`src/rtl/hdts_pkg.sv`:
```
// Shared types for the half-duplex transmit status tracker.
// Assumes: the status layout below is decoded by a neighbour, so field order is fixed.
package hdts_pkg;

    typedef enum logic [1:0] {
        ST_IDLE  = 2'd0,
        ST_DEFER = 2'd1,
        ST_XMIT  = 2'd2
    } hdts_state_e;

    // Packed status word, first field is bit 11.
    typedef struct packed {
        logic       carrier_lost;
        logic       carrier_none;
        logic       coll_late;
        logic       coll_excess;
        logic       is_vlan;
        logic [3:0] coll_count;
        logic       defer_excess;
        logic       data_late;
        logic       deferred;
    } hdts_status_t;

    localparam int STATUS_W = $bits(hdts_status_t);

endpackage

```
`src/rtl/hdts_defer_timer.sv`:
```
// Deferral timer: counts clocks spent waiting on carrier within one attempt.
// Assumes: each clock stands for BITS_PER_CLK bit times. 'expired' is high once
// LIMIT_CLKS waiting clocks have passed, so one more waiting clock exceeds the limit.
module hdts_defer_timer #(
    parameter int DEFER_LIMIT_BITS = 24288,
    parameter int BITS_PER_CLK     = 4
) (
    input  logic clk,
    input  logic rst_n,
    input  logic clear,
    input  logic tick,
    output logic expired
);
    localparam int LIMIT_CLKS = DEFER_LIMIT_BITS / BITS_PER_CLK;
    localparam int CNT_W      = $clog2(LIMIT_CLKS + 1);
    localparam logic [CNT_W-1:0] LIMIT_V = CNT_W'(LIMIT_CLKS);

    logic [CNT_W-1:0] cnt_q;

    // Saturating count of waiting clocks, cleared per attempt.
    always_ff @(posedge clk) begin
        if (!rst_n || clear) begin
            cnt_q <= '0;
        end else if (tick && cnt_q != LIMIT_V) begin
            cnt_q <= cnt_q + 1'b1;
        end
    end

    assign expired = (cnt_q == LIMIT_V);

endmodule

```
`src/rtl/hdts_byte_window.sv`:
```
// Collision window counter: counts byte strobes since the attempt began transmitting.
// Assumes: the preamble is strobed like data. 'past_window' reflects strobes before
// the current cycle.
module hdts_byte_window #(
    parameter int WINDOW_BYTES = 64
) (
    input  logic clk,
    input  logic rst_n,
    input  logic clear,
    input  logic stb,
    output logic past_window
);
    localparam int CNT_W = $clog2(WINDOW_BYTES + 1);
    localparam logic [CNT_W-1:0] WIN_V = CNT_W'(WINDOW_BYTES);

    logic [CNT_W-1:0] cnt_q;

    // Saturating byte-time counter.
    always_ff @(posedge clk) begin
        if (!rst_n || clear) begin
            cnt_q <= '0;
        end else if (stb && cnt_q != WIN_V) begin
            cnt_q <= cnt_q + 1'b1;
        end
    end

    assign past_window = (cnt_q == WIN_V);

endmodule

```
`src/rtl/hdts_carrier_mon.sv`:
```
// Carrier monitor: records whether carrier sense was ever high and ever low
// during the transmit phase of an attempt. The outputs include the current cycle.
// Assumes: 'enable' is high only in transmit cycles.
module hdts_carrier_mon (
    input  logic clk,
    input  logic rst_n,
    input  logic clear,
    input  logic enable,
    input  logic crs,
    output logic seen,
    output logic lost
);
    logic seen_q;
    logic lost_q;

    // Sticky carrier history, cleared per attempt.
    always_ff @(posedge clk) begin
        if (!rst_n || clear) begin
            seen_q <= 1'b0;
            lost_q <= 1'b0;
        end else if (enable) begin
            seen_q <= seen_q | crs;
            lost_q <= lost_q | ~crs;
        end
    end

    assign seen = seen_q | (enable & crs);
    assign lost = lost_q | (enable & ~crs);

endmodule

```
`src/rtl/hd_tx_status_tracker.sv`:
```
// Half-duplex transmit status tracker.
// Steps one frame through defer and transmit for each attempt. It ends every attempt
// with one of retry / abort / done and a packed status word on the same edge.
// Assumes: att_start is honoured only when idle. Inputs are synchronous to clk.
// COLL_LIMIT is at most 16 so that the 4-bit count field covers every retry.
module hd_tx_status_tracker
    import hdts_pkg::*;
#(
    parameter int COLL_LIMIT       = 16,
    parameter int WINDOW_BYTES     = 64,
    parameter int DEFER_LIMIT_BITS = 24288,
    parameter int BITS_PER_CLK     = 4
) (
    input  logic                clk,
    input  logic                rst_n,
    input  logic                att_start,
    input  logic                att_new_frame,
    input  logic                tx_active,
    input  logic                byte_stb,
    input  logic                crs,
    input  logic                col,
    input  logic                underflow,
    input  logic                vlan,
    input  logic                cfg_no_retry,
    input  logic                cfg_defer_chk,
    output logic                tx_go,
    output logic                retry_pulse,
    output logic                abort_pulse,
    output logic                done_pulse,
    output logic [STATUS_W-1:0] status
);
    localparam int CC_W = $clog2(COLL_LIMIT + 1);
    localparam logic [CC_W-1:0] LIMIT_V = CC_W'(COLL_LIMIT);

    hdts_state_e   state_q, state_d;
    logic [CC_W-1:0] coll_q, coll_next, coll_rep;
    logic [3:0]    coll_field;
    logic          deferred_q, vlan_q;
    hdts_status_t  status_q, word_d;
    logic          retry_q, abort_q, done_q;

    logic in_defer, in_xmit, attempt_open, frame_open;
    logic defer_expired, past_window, crs_seen, crs_lost;
    logic defer_abort, uf_ev, col_ev, late_ev, win_col, excess_ev;
    logic retry_ev, done_ev, end_ev, abort_ev;

    assign in_defer     = (state_q == ST_DEFER);
    assign in_xmit      = (state_q == ST_XMIT);
    assign attempt_open = (state_q == ST_IDLE) && att_start;
    assign frame_open   = attempt_open && att_new_frame;

    hdts_defer_timer #(
        .DEFER_LIMIT_BITS (DEFER_LIMIT_BITS),
        .BITS_PER_CLK     (BITS_PER_CLK)
    ) u_defer (
        .clk     (clk),
        .rst_n   (rst_n),
        .clear   (attempt_open),
        .tick    (in_defer && crs),
        .expired (defer_expired)
    );

    hdts_byte_window #(
        .WINDOW_BYTES (WINDOW_BYTES)
    ) u_window (
        .clk         (clk),
        .rst_n       (rst_n),
        .clear       (attempt_open),
        .stb         (in_xmit && byte_stb),
        .past_window (past_window)
    );

    hdts_carrier_mon u_carrier (
        .clk    (clk),
        .rst_n  (rst_n),
        .clear  (attempt_open),
        .enable (in_xmit),
        .crs    (crs),
        .seen   (crs_seen),
        .lost   (crs_lost)
    );

    // Event decode for the current cycle, underflow first, then collision, then end.
    always_comb begin
        defer_abort = in_defer && crs && cfg_defer_chk && defer_expired;
        uf_ev       = in_xmit && underflow;
        col_ev      = in_xmit && col && !underflow;
        late_ev     = col_ev && past_window;
        win_col     = col_ev && !past_window;
        coll_next   = coll_q + 1'b1;
        excess_ev   = win_col && (cfg_no_retry || coll_next == LIMIT_V);
        retry_ev    = win_col && !excess_ev;
        done_ev     = in_xmit && !underflow && !col && !tx_active;
        abort_ev    = defer_abort || uf_ev || late_ev || excess_ev;
        end_ev      = abort_ev || retry_ev || done_ev;
    end

    // Count value to report: the incremented count on an in-window collision.
    assign coll_rep = win_col ? coll_next : coll_q;

    // Fit the internal count into the 4-bit field whatever its width.
    generate
        if (CC_W >= 4) begin : g_cnt_trim
            assign coll_field = coll_rep[3:0];
        end else begin : g_cnt_pad
            assign coll_field = {{(4 - CC_W){1'b0}}, coll_rep};
        end
    endgenerate

    // Build the word published at the end of the attempt, with cross-field rules.
    always_comb begin
        word_d              = '0;
        word_d.is_vlan      = vlan_q;
        word_d.deferred     = deferred_q || (in_defer && crs);
        word_d.coll_count   = excess_ev ? 4'd0 : coll_field;
        if (defer_abort) begin
            word_d.defer_excess = 1'b1;
        end else begin
            word_d.data_late    = uf_ev;
            word_d.coll_late    = late_ev;
            word_d.coll_excess  = excess_ev;
            word_d.carrier_none = !crs_seen;
            word_d.carrier_lost = crs_seen && crs_lost && !col_ev && (coll_q == '0);
        end
    end

    // Next-state selection for the attempt sequencer.
    always_comb begin
        state_d = state_q;
        unique case (state_q)
            ST_IDLE:  if (att_start)   state_d = ST_DEFER;
            ST_DEFER: if (defer_abort) state_d = ST_IDLE;
                      else if (!crs)   state_d = ST_XMIT;
            ST_XMIT:  if (end_ev)      state_d = ST_IDLE;
            default:                   state_d = ST_IDLE;
        endcase
    end

    // Sequencer state register.
    always_ff @(posedge clk) begin
        if (!rst_n) state_q <= ST_IDLE;
        else        state_q <= state_d;
    end

    // Per-attempt flags: deferral seen and VLAN sampled at start.
    always_ff @(posedge clk) begin
        if (!rst_n) begin
            deferred_q <= 1'b0;
            vlan_q     <= 1'b0;
        end else if (attempt_open) begin
            deferred_q <= 1'b0;
            vlan_q     <= vlan;
        end else if (in_defer && crs) begin
            deferred_q <= 1'b1;
        end
    end

    // Collision count, cleared per frame and kept across retries.
    always_ff @(posedge clk) begin
        if (!rst_n || frame_open) coll_q <= '0;
        else if (win_col)         coll_q <= coll_next;
    end

    // Published status word: cleared on a new frame, written at each attempt end.
    always_ff @(posedge clk) begin
        if (!rst_n || frame_open) status_q <= '0;
        else if (end_ev)          status_q <= word_d;
    end

    // One-cycle outcome pulses.
    always_ff @(posedge clk) begin
        if (!rst_n) begin
            retry_q <= 1'b0;
            abort_q <= 1'b0;
            done_q  <= 1'b0;
        end else begin
            retry_q <= retry_ev;
            abort_q <= abort_ev;
            done_q  <= done_ev;
        end
    end

    assign tx_go       = in_xmit;
    assign retry_pulse = retry_q;
    assign abort_pulse = abort_q;
    assign done_pulse  = done_q;
    assign status      = status_q;

endmodule

```
`config.mk`:
```
export PLATFORM = sky130hd
export DESIGN_NAME = hd_tx_status_tracker
export DESIGN_NICKNAME = d
export VERILOG_FILES = /design/src/rtl/hdts_pkg.sv /design/src/rtl/hdts_defer_timer.sv /design/src/rtl/hdts_byte_window.sv /design/src/rtl/hdts_carrier_mon.sv /design/src/rtl/hd_tx_status_tracker.sv
export SDC_FILE = /design/constraint.sdc
export NUM_CORES = 1
export LEC_CHECK = 0
export BUFFER_PORTS_ARGS = -buffer_cell sky130_fd_sc_hd__buf_2
export CORE_UTILIZATION = 28
export CTS_CLUSTER_SIZE = 25
export DETAILED_ROUTE_END_ITERATION = 7
export REMOVE_ABC_BUFFERS = 1
export SLEW_MARGIN = 0
export SYNTH_ARGS = -nofsm -noshare
export SYNTH_HDL_FRONTEND = slang
export SYNTH_SLANG_ARGS = --single-unit
```
`constraint.sdc`:
```
create_clock -name clk -period 4.05 [get_ports clk]
set_input_delay 0.405 -clock clk [delete_from_list [all_inputs] [get_ports clk]]
set_output_delay 0.405 -clock clk [all_outputs]
set_load 0.01 [all_outputs]
```
* Word level (Yosys, flattened, before mapping)
Index checks and enable logic that the tools add are counted.
W data, S select, Z words.
** Storage, ports and cells
- Word-level logic and storage cells :: 94
- Input port bits :: 12
- Register bits after elaboration :: 46
- Output and inout bits :: 16
** Operators by class
- Multiplexer cells :: 10
- Reduce and logical (&&, ||, !) cells :: 42
- Equality and inequality tests :: 10
- Bitwise operators :: 8
- Add/subtract/negate cells :: 3
** Operator list (count)
- $logic_and A1 B1 Y1 :: 21
- $add A13 B1 Y13 const B :: 1
- $eq A13 B13 Y1 const B :: 1
- $ne A13 B13 Y1 const B :: 1
- $mux W4 :: 3
- $logic_or A1 B1 Y1 :: 9
- $logic_not A1 Y1 :: 8
- $mux W2 :: 4
- $add A7 B1 Y7 const B :: 1
- $eq A7 B7 Y1 const B :: 1
- $ne A7 B7 Y1 const B :: 1
- $pmux W2 S3 :: 1
- $add A5 B1 Y5 const B :: 1
- $eq A5 B5 Y1 const B :: 1
- $logic_not A5 Y1 :: 1
- $or A1 B1 Y1 :: 4
- $ne A3 B2 Y1 const B :: 1
- $reduce_and A3 Y1 :: 1
- $and A1 B1 Y1 :: 2
- $eq A2 B1 Y1 const B :: 1
- $eq A2 B2 Y1 const B :: 1
- $logic_not A2 Y1 :: 1
- $mux W1 :: 2
- $ne A2 B1 Y1 const B :: 1
- other kinds (3) :: 4

* Logic depth before layout (Yosys ltp)
Gate-level depths: netlist of the first run.
- Depth in word-level cells :: 11
- Mapped depth :: 7
- Depth with buffers taken out :: 7

* Modules after synthesis
A second synthesis of the first run with hierarchy kept.
** Second synthesis, totals
- Cell total of the unflattened synthesis :: 246
- Area total of the unflattened synthesis :: 2188.3 um^2
** By module, submodules not included
- hd_tx_status_tracker :: area an instance 1113.6 um^2, sequential area each 480.5 um^2, cells each 122, instances 1
- hdts_defer_timer :: area an instance 638.1 um^2, sequential area each 260.2 um^2, cells each 73, instances 1
- hdts_byte_window :: area an instance 357.8 um^2, sequential area each 140.1 um^2, cells each 42, instances 1
- hdts_carrier_mon :: area an instance 78.8 um^2, sequential area each 40.0 um^2, cells each 9, instances 1

* Least setup slack after synthesis of the first run
OpenSTA, ideal clock, no wires.
- Path kind :: register -> register
- Start point :: reg u_defer.cnt_q[0]
- End point :: reg status_q (netlist bit status[5])
- Stages on the path, launching flop included :: 8
- Period minus slack after synthesis :: 1703 ps
- Setup slack :: 2347 ps
- Required time :: 3932 ps
- Library setup time :: 118 ps
- Arrival :: 1585 ps
- Path buffers :: 0
- Path through :: dfxtp_1 -> inv_1 -> ha_1 -> nand3b_1 -> or4_4 -> o21ai_4 -> nand2_1 -> o2111a_1
** Between the ends
- Cells in the longest elaborated chain, start to end :: 7
** RTL lines
- from (decl) :: RTL line hdts_defer_timer.sv:18 : logic [CNT_W-1:0] cnt_q;
- from (signal assigned) :: RTL line hdts_defer_timer.sv:25 : cnt_q <= cnt_q + 1'b1;
- $eq A13 B13 Y1 :: RTL line hdts_defer_timer.sv:29 : assign expired = (cnt_q == LIMIT_V);
- $logic_and A1 B1 Y1 :: RTL line hd_tx_status_tracker.sv:85 : defer_abort = in_defer && crs && cfg_defer_chk && defer_expired;
- $logic_or A1 B1 Y1 (3 in a row) :: RTL line hd_tx_status_tracker.sv:94 : abort_ev = defer_abort || uf_ev || late_ev || excess_ev;
- $logic_or A1 B1 Y1 (2 in a row) :: RTL line hd_tx_status_tracker.sv:95 : end_ev = abort_ev || retry_ev || done_ev;
- to (signal assigned) :: RTL line hd_tx_status_tracker.sv:167 : else if (end_ev) status_q <= word_d;
- to (decl) :: RTL line hd_tx_status_tracker.sv:39 : hdts_status_t status_q, word_d;
Every way passes these cells.
A chain may end at the register's enable or synchronous reset.

* Worst setup path in the final report of the first run
- Start point :: reg u_defer.cnt_q[0]
- End point :: reg status_q (netlist bit status[4])
Same word-level chain as after synthesis.

==> impl_results.rst, run 1 <==
.. list-table::
   :header-rows: 1

   * - Metric
     - Value
   * - Status
     - complete, no violations
   * - Post-synthesis async set-or-reset flop share
     - 0
   * - Mean routed wirelength per cell
     - 12.3 um
   * - Clock root cell
     - clkbuf_8
   * - H-tree level count
     - 2
   * - Max IR drop VDD
     - 0.136 mV
   * - Largest fanout on the critical path
     - 7
   * - Count of unresolved DRC violations after routing
     - 0
   * - Slew at the pin closest to its max-slew limit
     - 825 ps
   * - Number of buffers created by CTS
     - 5
   * - Register-to-register setup slack
     - 2100 ps
   * - Critical Path Start Type
     - register
   * - I/O Pins
     - 28
   * - Clock buffer depth
     - 2
   * - Core footprint
     - 7250 um^2
   * - Sequential share of the synthesized area
     - 0.436
   * - Total congestion overflow after global routing
     - 0
   * - Via count of the first global-routing pass
     - 1613
   * - Number of buffers added on ports
     - 27
   * - Nets
     - 287
   * - Number of inserted diodes
     - 0
   * - Pre-Repair DR Iteration Count
     - 4
   * - Top achievable clock speed
     - 0.512 GHz
   * - DP HPWL
     - 3350 um
   * - Total power
     - 870 uW
   * - Final period demand of the worst path
     - 1950 ps
   * - Synth-to-layout area growth
     - 17.1%
   * - Total global-route track usage
     - 0.129
   * - CTS sink cnt
     - 46
   * - Endpoint of the worst hold-timing path
     - vlan_q
   * - Max-Slew Margin vs Limit
     - 0.450
   * - Die Y
     - 88.9 um
   * - Arrival time at the worst endpoint
     - 2150 ps
   * - Vias
     - 1735
   * - Startpoint of the worst hold path
     - vlan
   * - Syn Area/Cell
     - 8.87 um^2
   * - Depth of the worst hold-timing path
     - 3
   * - Synth cell types
     - 48
   * - Core utilization of the finished layout
     - 0.341
   * - Cell count after synthesis
     - 238
   * - Detailed Route WL
     - 4540 um
   * - Number of cells in the finished layout apart from fillers
     - 369
   * - Antenna violations before repair
     - 0
   * - Setup repair after global routing missed its margin
     - false
   * - Aggregate negative setup slack
     - 0 ps
   * - Critical path class
     - register to register
   * - Ratio of cells with drive above 1 in the final layout
     - 0.174
   * - Number of hold-repair buffers added at the cts stage
     - 0
   * - ANT nets after route
     - 0
   * - Primary flip-flop cell chosen by synthesis mapping
     - dfxtp_1
   * - Final Hold Fails
     - 0
   * - Critical path capture point type
     - register
   * - Warnings, synthesis
     - 0
   * - Pins over their slew limit
     - 0
   * - Pin count of the biggest net entering global routing
     - 24
   * - Post-CTS sizing
     - 0
   * - Die ar.
     - 7890 um^2
   * - Placed instance area
     - 2360 um^2
   * - Number of rows created at floorplan
     - 31
   * - Via-per-instance ratio
     - 4.70
   * - Clock latency on the worst-skew pair
     - 310 ps
   * - Final weighted congestion of routability-driven global placement
     - 0.730
   * - TritonCTS clock tree
     - yes
   * - Clock input transition at the sequential cells of the worst setup and hold paths
     - 90 ps
   * - First DRT Iteration DRCs
     - 86
   * - MaxCap Viol Count
     - 0
   * - Areal power density over the cells
     - 352 nW/um^2
   * - Global-route wire length before repair
     - 7690 um
   * - Share of the cycle needed by the critical path after routing
     - 0.482
   * - Synthesized flop and latch total
     - 46
   * - Number of buffers added for setup after CTS
     - 0
   * - EDFF count, synth
     - 0
   * - Worst reg2reg path depth
     - 7
   * - Worst path required time
     - 4240 ps
   * - Synth Cell Area
     - 2110 um^2
   * - Capturing point of the worst reg2reg path
     - status[4]
   * - Reg2Reg Launch Point
     - u_defer.cnt_q[0]
   * - Number of placed instances with taps included
     - 361
   * - Class of the worst hold path
     - input port to register
   * - Layout Skew
     - 7.25 ps
   * - Count of endpoints failing setup in the final report
     - 0
   * - Chip Width
     - 88.9 um
   * - Initial Utilization
     - 0.291
   * - Summed area of non-filler cells in the final layout
     - 2470 um^2
   * - Leakage power
     - 0.937 nW
-- flip-flops by register name (all words and copies together), names as in the netlist --
register / count
abort_pulse: 1
coll_q: 5
deferred_q: 1
done_pulse: 1
retry_pulse: 1
state_q: 2
status: 12
u_carrier.lost_q: 1
u_carrier.seen_q: 1
u_defer.cnt_q: 13
u_window.cnt_q: 7
vlan_q: 1
-- synth_stat cells, types with 2 or more instances --
master / count / area, um^2
inv_1: 10 / 37.5
dfxtp_1: 46 / 921
and2_1: 3 / 18.8
nor2b_1: 2 / 12.5
nor3b_1: 4 / 30.0
nand2b_1: 5 / 31.3
nand4bb_1: 2 / 22.5
and4b_1: 2 / 20.0
xnor2_1: 13 / 114
ha_1: 6 / 75.1
clkbuf_1: 3 / 11.3
a21oi_1: 15 / 75.1
nor2_1: 41 / 154
o22ai_1: 3 / 18.8
and3_1: 6 / 37.5
nor4_1: 3 / 18.8
nand3_1: 7 / 35.0
mux2i_1: 2 / 20.0
xor2_1: 8 / 70.1
o21ai_0: 7 / 35.0
or2_2: 2 / 12.5
nand2_1: 15 / 56.3
a22oi_1: 2 / 15.0
nand4_1: 3 / 18.8
nor3_1: 3 / 15.0
o21a_1: 3 / 22.5
-- area by class of cell --
class                      count  area, um^2
inverter                      10        37.5
tap                           99         124
fill                         782        4780
timing repair buffer          27         135
sequential                    46         921
multi-input combinational    179        1140
clock inverter                 3        45.0
clock buffer                   5        68.8
-- cells in the final DEF (no fill, tap or decap), types with 2 or more instances in the layout --
cell type	netlist	final
or2_2	2	2
mux2i_1	2	2
nor3b_1	4	4
dfxtp_1	46	46
nor2_1	41	41
xnor2_1	13	13
inv_1	10	10
o22ai_1	3	3
and3_1	6	6
o21ai_0	7	7
buf_2	0	27
and2_1	3	3
nand2_1	15	15
nand4bb_1	2	2
xor2_1	8	8
nand3_1	7	7
and4b_1	2	2
nor3_1	3	3
nand2b_1	5	5
clkbuf_8	0	5
nor4_1	3	3
clkinvlp_4	0	2
o21a_1	3	3
nand4_1	3	3
nor2b_1	2	2
ha_1	6	6
a21oi_1	15	15
a22oi_1	2	2
-- how the worst max path moves through the flow --
| stage | slack [ps] | cells after the start | from | endpoint |
|---|---|---|---|---|
| after floorplan | 2350 | 7 | u_defer.cnt_q[0] | status[5] |
| after global placement | 2060 | 7 | u_defer.cnt_q[0] | status[6] |
| after detailed placement | 2090 | 4 | att_start | u_defer.cnt_q[10] |
| after CTS | 2070 | 7 | u_defer.cnt_q[0] | status[6] |
| after global routing | 1900 | 7 | u_defer.cnt_q[0] | status[6] |
| final | 2100 | 7 | u_defer.cnt_q[0] | status[4] |
-- worst max-delay path, cell delays in order, from the launching register on --
cell and delay (ps):
dfxtp_1 360, inv_1 120, ha_1 160, nand3b_1 110
nor4_1 400, a21oi_1 320, a311oi_1 290, nor2_1 80
-- logic make-up after synthesis --
kind of cell / share of synthesized area
buffers and inverters: 0.0231
AND/OR/NAND/NOR: 0.282
flip-flops: 0.436
AO/OA/AOI/OAI: 0.127
adder cells (fa/ha/maj): 0.0355
XOR/XNOR: 0.0871
multiplexers: 0.00948
-- routing by layer --
metal	share of wire	track usage	up-vias	wire length, um
met5	0	0	-	0
met4	0.022	0.0660	0	99
met3	0.048	0.0326	6	216
met2	0.42	0.187	32	1920
met1	0.51	0.177	806	2300
li1	-	-	891	-
-- power breakdown --
group,leakage (nW),internal (mW),switching (mW)
logic,0.515,0.0202,0.0367
clock network,0.0504,0.184,0.165
registers,0.371,0.459,0.00560
-- metrics by stage --
stage	hold WS [ps]	worst slack [ps]
global route	366	1900
finish	372	2100
CTS	359	2070
global placement	449	2060
floorplan	441	2350
detailed placement	454	2090
(Power assumes the default switching activity.)
==> inputs of run 2 (changes only) <==
ABC_AREA = 1   (was unset)
clock period = 1.75 ns   (was 4.05 ns; I/O delays follow)
==> run 2 against run 1 <==
Global-route usage grew 1.1 points. Synthesized cell count grew 54%. First-iteration DRC count grew 14%. Critical path depth grew 3. Clock skew grew 2.3 ps. Setup slack lost 1900 ps. Die area grew 17%. Critical path type unchanged. Clock power grew to 2.8 times the previous value. Largest power group unchanged. Cell area grew 17%. Final cell count grew 37%. Non-clock buffer count grew 10. Sequential share of layout area shrank 5.4 points.
==> impl_results.rst, run 2 <==
.. list-table::
   :header-rows: 1

   * - Metric
     - Value
   * - Worst setup startpoint
     - u_window.cnt_q[0]
   * - CTS sink cnt
     - 46 (unchanged)
   * - I/O Pins
     - 28 (unchanged)
   * - Warnings, synthesis
     - 0 (unchanged)
   * - Main combinational cell family by area after synthesis
     - simple AND/OR/NAND/NOR gates
   * - Final period demand of the worst path
     - 1560 ps (-388 ps)
   * - Share of the cycle needed by the critical path after routing
     - 0.894 (+0.412)
   * - Post-synthesis async set-or-reset flop share
     - 0 (unchanged)
   * - Core utilization of the finished layout
     - 0.346 (+0.00454)
   * - Summed area of non-filler cells in the final layout
     - 2900 um^2 (+17%)
   * - Max IR drop VDD
     - 0.330 mV (+140%)
   * - Met2 WL
     - 2360 um (+23%)
   * - Total congestion overflow after global routing
     - 0 (unchanged)
   * - Mean routed wirelength per cell
     - 11.2 um (-8.7%)
   * - Count of endpoints failing setup in the final report
     - 0 (unchanged)
   * - Die Y
     - 96.0 um (+8.1%)
   * - Max-Slew Margin vs Limit
     - 0.650 (+0.200)
   * - DP HPWL
     - 4360 um (+30%)
   * - Synth Cell Area
     - 2470 um^2 (+17%)
   * - Synthesized-area fraction occupied by xor and xnor cells
     - 0.0319 (-0.0552)
   * - Number of inserted diodes
     - 0 (unchanged)
   * - Reg2Reg Launch Point
     - u_window.cnt_q[0]
   * - Sum of routed wire segments on met1
     - 2920 um (+27%)
   * - Total power
     - 2.45 mW (+180%)
   * - Adder and majority cell fraction of the synthesized area
     - 0.0303 (-0.00521)
   * - Total global-route track usage
     - 0.141 (+0.0115)
   * - Clock latency on the worst-skew pair
     - 310 ps (about the same)
   * - Final-layout fill cell count
     - 931 (+19%)
   * - Layout Skew
     - 9.57 ps (+2.32 ps)
   * - Setup repair after global routing missed its margin
     - false
   * - Aggregate negative setup slack
     - 0 ps (unchanged)
   * - Capturing point of the worst reg2reg path
     - status[10]
   * - Final hold slack
     - 128 ps (-244 ps)
   * - Number of buffers created by CTS
     - 5 (unchanged)
   * - Chip Width
     - 96.0 um (+8.1%)
   * - ANT nets after route
     - 0 (unchanged)
   * - Pins over their slew limit
     - 0 (unchanged)
   * - EDFF count, synth
     - 0 (unchanged)
   * - Highest routing layer actually used
     - met4
   * - Critical path capture point type
     - register
   * - Ratio of cells with drive above 1 in the final layout
     - 0.172 (-0.00243)
   * - Top achievable clock speed
     - 0.639 GHz (+25%)
   * - Final Hold Fails
     - 0 (unchanged)
   * - Area occupied by multi-input gates
     - 1250 um^2 (+9.9%)
   * - Register-to-register setup slack
     - 190 ps (-1910 ps)
   * - Worst path required time
     - 1950 ps (-2290 ps)
   * - Share of cell area taken by muxes after synthesis
     - 0 (-0.00948)
   * - Most numerous cell in the Yosys netlist
     - nand2_1
   * - Depth of the worst hold-timing path
     - 3 (unchanged)
   * - Critical path class
     - register to register
   * - Top cells by area, synth
     - dfxtp_1 37%, nand2_1 13%, inv_1 8.8%
   * - Status
     - complete, no violations
   * - Endpoint of the worst hold-timing path
     - done_pulse
   * - Number of rows created at floorplan
     - 33 (+6.5%)
   * - Most common cell after layout, fill and taps aside
     - nand2_1
   * - First DRT Iteration DRCs
     - 98 (+14%)
   * - Number of buffers added on ports
     - 27 (unchanged)
   * - Count of unresolved DRC violations after routing
     - 0 (unchanged)
   * - Portion of synthesized cell area occupied by the leading cell type
     - 0.372 (-0.0639)
   * - Synthesized flop and latch total
     - 46 (unchanged)
   * - Slew at the pin closest to its max-slew limit
     - 521 ps (-303 ps)
   * - Clock root cell
     - clkbuf_8
   * - Number of hold-repair buffers added at the cts stage
     - 0 (unchanged)
   * - Clock buffer depth
     - 2 (unchanged)
   * - Primary flip-flop cell chosen by synthesis mapping
     - dfxtp_1
   * - Initial Utilization
     - 0.295 (+0.00408)
   * - Sequential share of the synthesized area
     - 0.372 (-0.0639)
   * - Largest register FFs
     - 13 (unchanged)
   * - Simple-gate share of the synthesized area
     - 0.337 (+0.0547)
   * - Vias
     - 2296 (+32%)
   * - Cell count after synthesis
     - 367 (+54%)
   * - Final weighted congestion of routability-driven global placement
     - 0.828 (+13%)
   * - Area of all sequential standard cells
     - 921 um^2 (unchanged)
   * - Total met3 wirelength after detailed routing
     - 340 um (+57%)
   * - Worst reg2reg path depth
     - 10 (+3)
   * - Leakage power
     - 1.26 nW (+35%)
   * - Via count of the first global-routing pass
     - 2133 (+32%)
   * - Class of the worst hold path
     - input port to register
   * - Areal power density over the cells
     - 845 nW/um^2 (+140%)
   * - Nets
     - 419 (+46%)
   * - Largest fanout on the critical path
     - 10 (+3)
   * - Fraction of the mapped netlist area in compound gates
     - 0.101 (-0.0257)
   * - Arrival time at the worst endpoint
     - 1760 ps (-390 ps)
   * - H-tree level count
     - 2 (unchanged)
   * - Antenna violations before repair
     - 0 (unchanged)
   * - Pre-Repair DR Iteration Count
     - 4 (unchanged)
   * - Synth cell types
     - 26 (-46%)
   * - Syn Area/Cell
     - 6.74 um^2 (-24%)
   * - Synth-to-layout area growth
     - 17.0% (about the same)
   * - Critical Path Start Type
     - register
   * - Detailed Route WL
     - 5700 um (+25%)
   * - Most common library cells after synthesis
     - 83 x nand2_1, 58 x inv_1, 46 x dfxtp_1, 43 x nor2_1, 26 x a21oi_1
   * - MaxCap Viol Count
     - 0 (unchanged)
   * - Startpoint of the worst hold path
     - tx_active
   * - Pin count of the biggest net entering global routing
     - 15 (-38%)
   * - Post-synth top area cell
     - dfxtp_1
   * - Reg with most FFs
     - u_defer.cnt_q
   * - Core footprint
     - 8380 um^2 (+16%)
   * - Via-per-instance ratio
     - 4.53 (-3.7%)
   * - Die ar.
     - 9220 um^2 (+17%)
   * - Commonest cells after routing, fill and taps aside
     - 83 x nand2_1, 58 x inv_1, 46 x dfxtp_1, 41 x nor2_1, 27 x buf_2
   * - TritonCTS clock tree
     - yes
   * - Placed instance area
     - 2740 um^2 (+16%)
   * - Clock input transition at the sequential cells of the worst setup and hold paths
     - 80 ps (about the same)
   * - Global-route wire length before repair
     - 9890 um (+29%)
-- run 2: changes by cell type after synthesis, moves of 5 or more --
cell,previous run,this run
inv_2,0,5
nand2b_1,5,0
nor3_1,3,8
and3_1,6,0
xnor2_1,13,3
o21ai_0,7,15
a21oi_1,15,26
nand3_1,7,20
nand2_1,15,83
inv_1,10,58
nand4_1,3,16
-- run 2: what timing repair did --
action,4_1_cts,5_1_grt
setup buffers,0,0
gates resized for setup,0,4
endpoints found under the setup margin,0,15
-- run 2: area by class of cell --
type	instances	share of cell area
inverter	63	0.0816
clock inverter	2	0.0207
sequential	46	0.318
timing repair buffer	37	0.0726
clock buffer	6	0.0285
multi-input combinational	248	0.433
tap	105	0.0454
-- run 2: logic make-up after synthesis --
| family | count (synthesis) |
|---|---|
| AND/OR/NAND/NOR | 186 |
| flip-flops | 46 |
| adder cells (fa/ha/maj) | 6 |
| buffers and inverters | 73 |
| XOR/XNOR | 9 |
| AO/OA/AOI/OAI | 47 |
-- run 2: worst max-delay path by stage --
stage | endpoint | slack (ps)
finish | status[10] | 190
global route | status[5] | 0.5
CTS | status[6] | 130
detailed placement | status[6] | 160
global placement | status[5] | 160
floorplan | status[0] | 140
-- run 2: layer usage --
| metal | track usage | up-vias |
|---|---|---|
| li1 | - | 1228 |
| met1 | 0.196 | 1016 |
| met4 | 0.0485 | 0 |
| met2 | 0.210 | 48 |
| met3 | 0.0348 | 4 |
| met5 | 0 | - |
-- run 2: through the flow --
stage | instances | setup slack (ps)
3_3_place_gp | 499 | 156
6_report | 507 | 185
4_1_cts | 507 | 129
3_5_place_dp | 499 | 156
2_1_floorplan | 357 | 140
5_1_grt | 507 | 0.540
-- run 2: power by group --
part	leakage (nW)	switching (mW)	internal, mW
clock network	0.0714	0.383	0.609
registers	0.372	0.0287	1.09
logic	0.819	0.212	0.126
-- run 2: critical path: stages (launching register included) --
cell	delay (ps)
dfxtp_1	330
inv_1	90
ha_1	140
nand2_1	50
inv_1	60
nand3_2	110
a21oi_2	260
buf_4	220
nand4_1	100
nand2_1	80
nor2_1	40
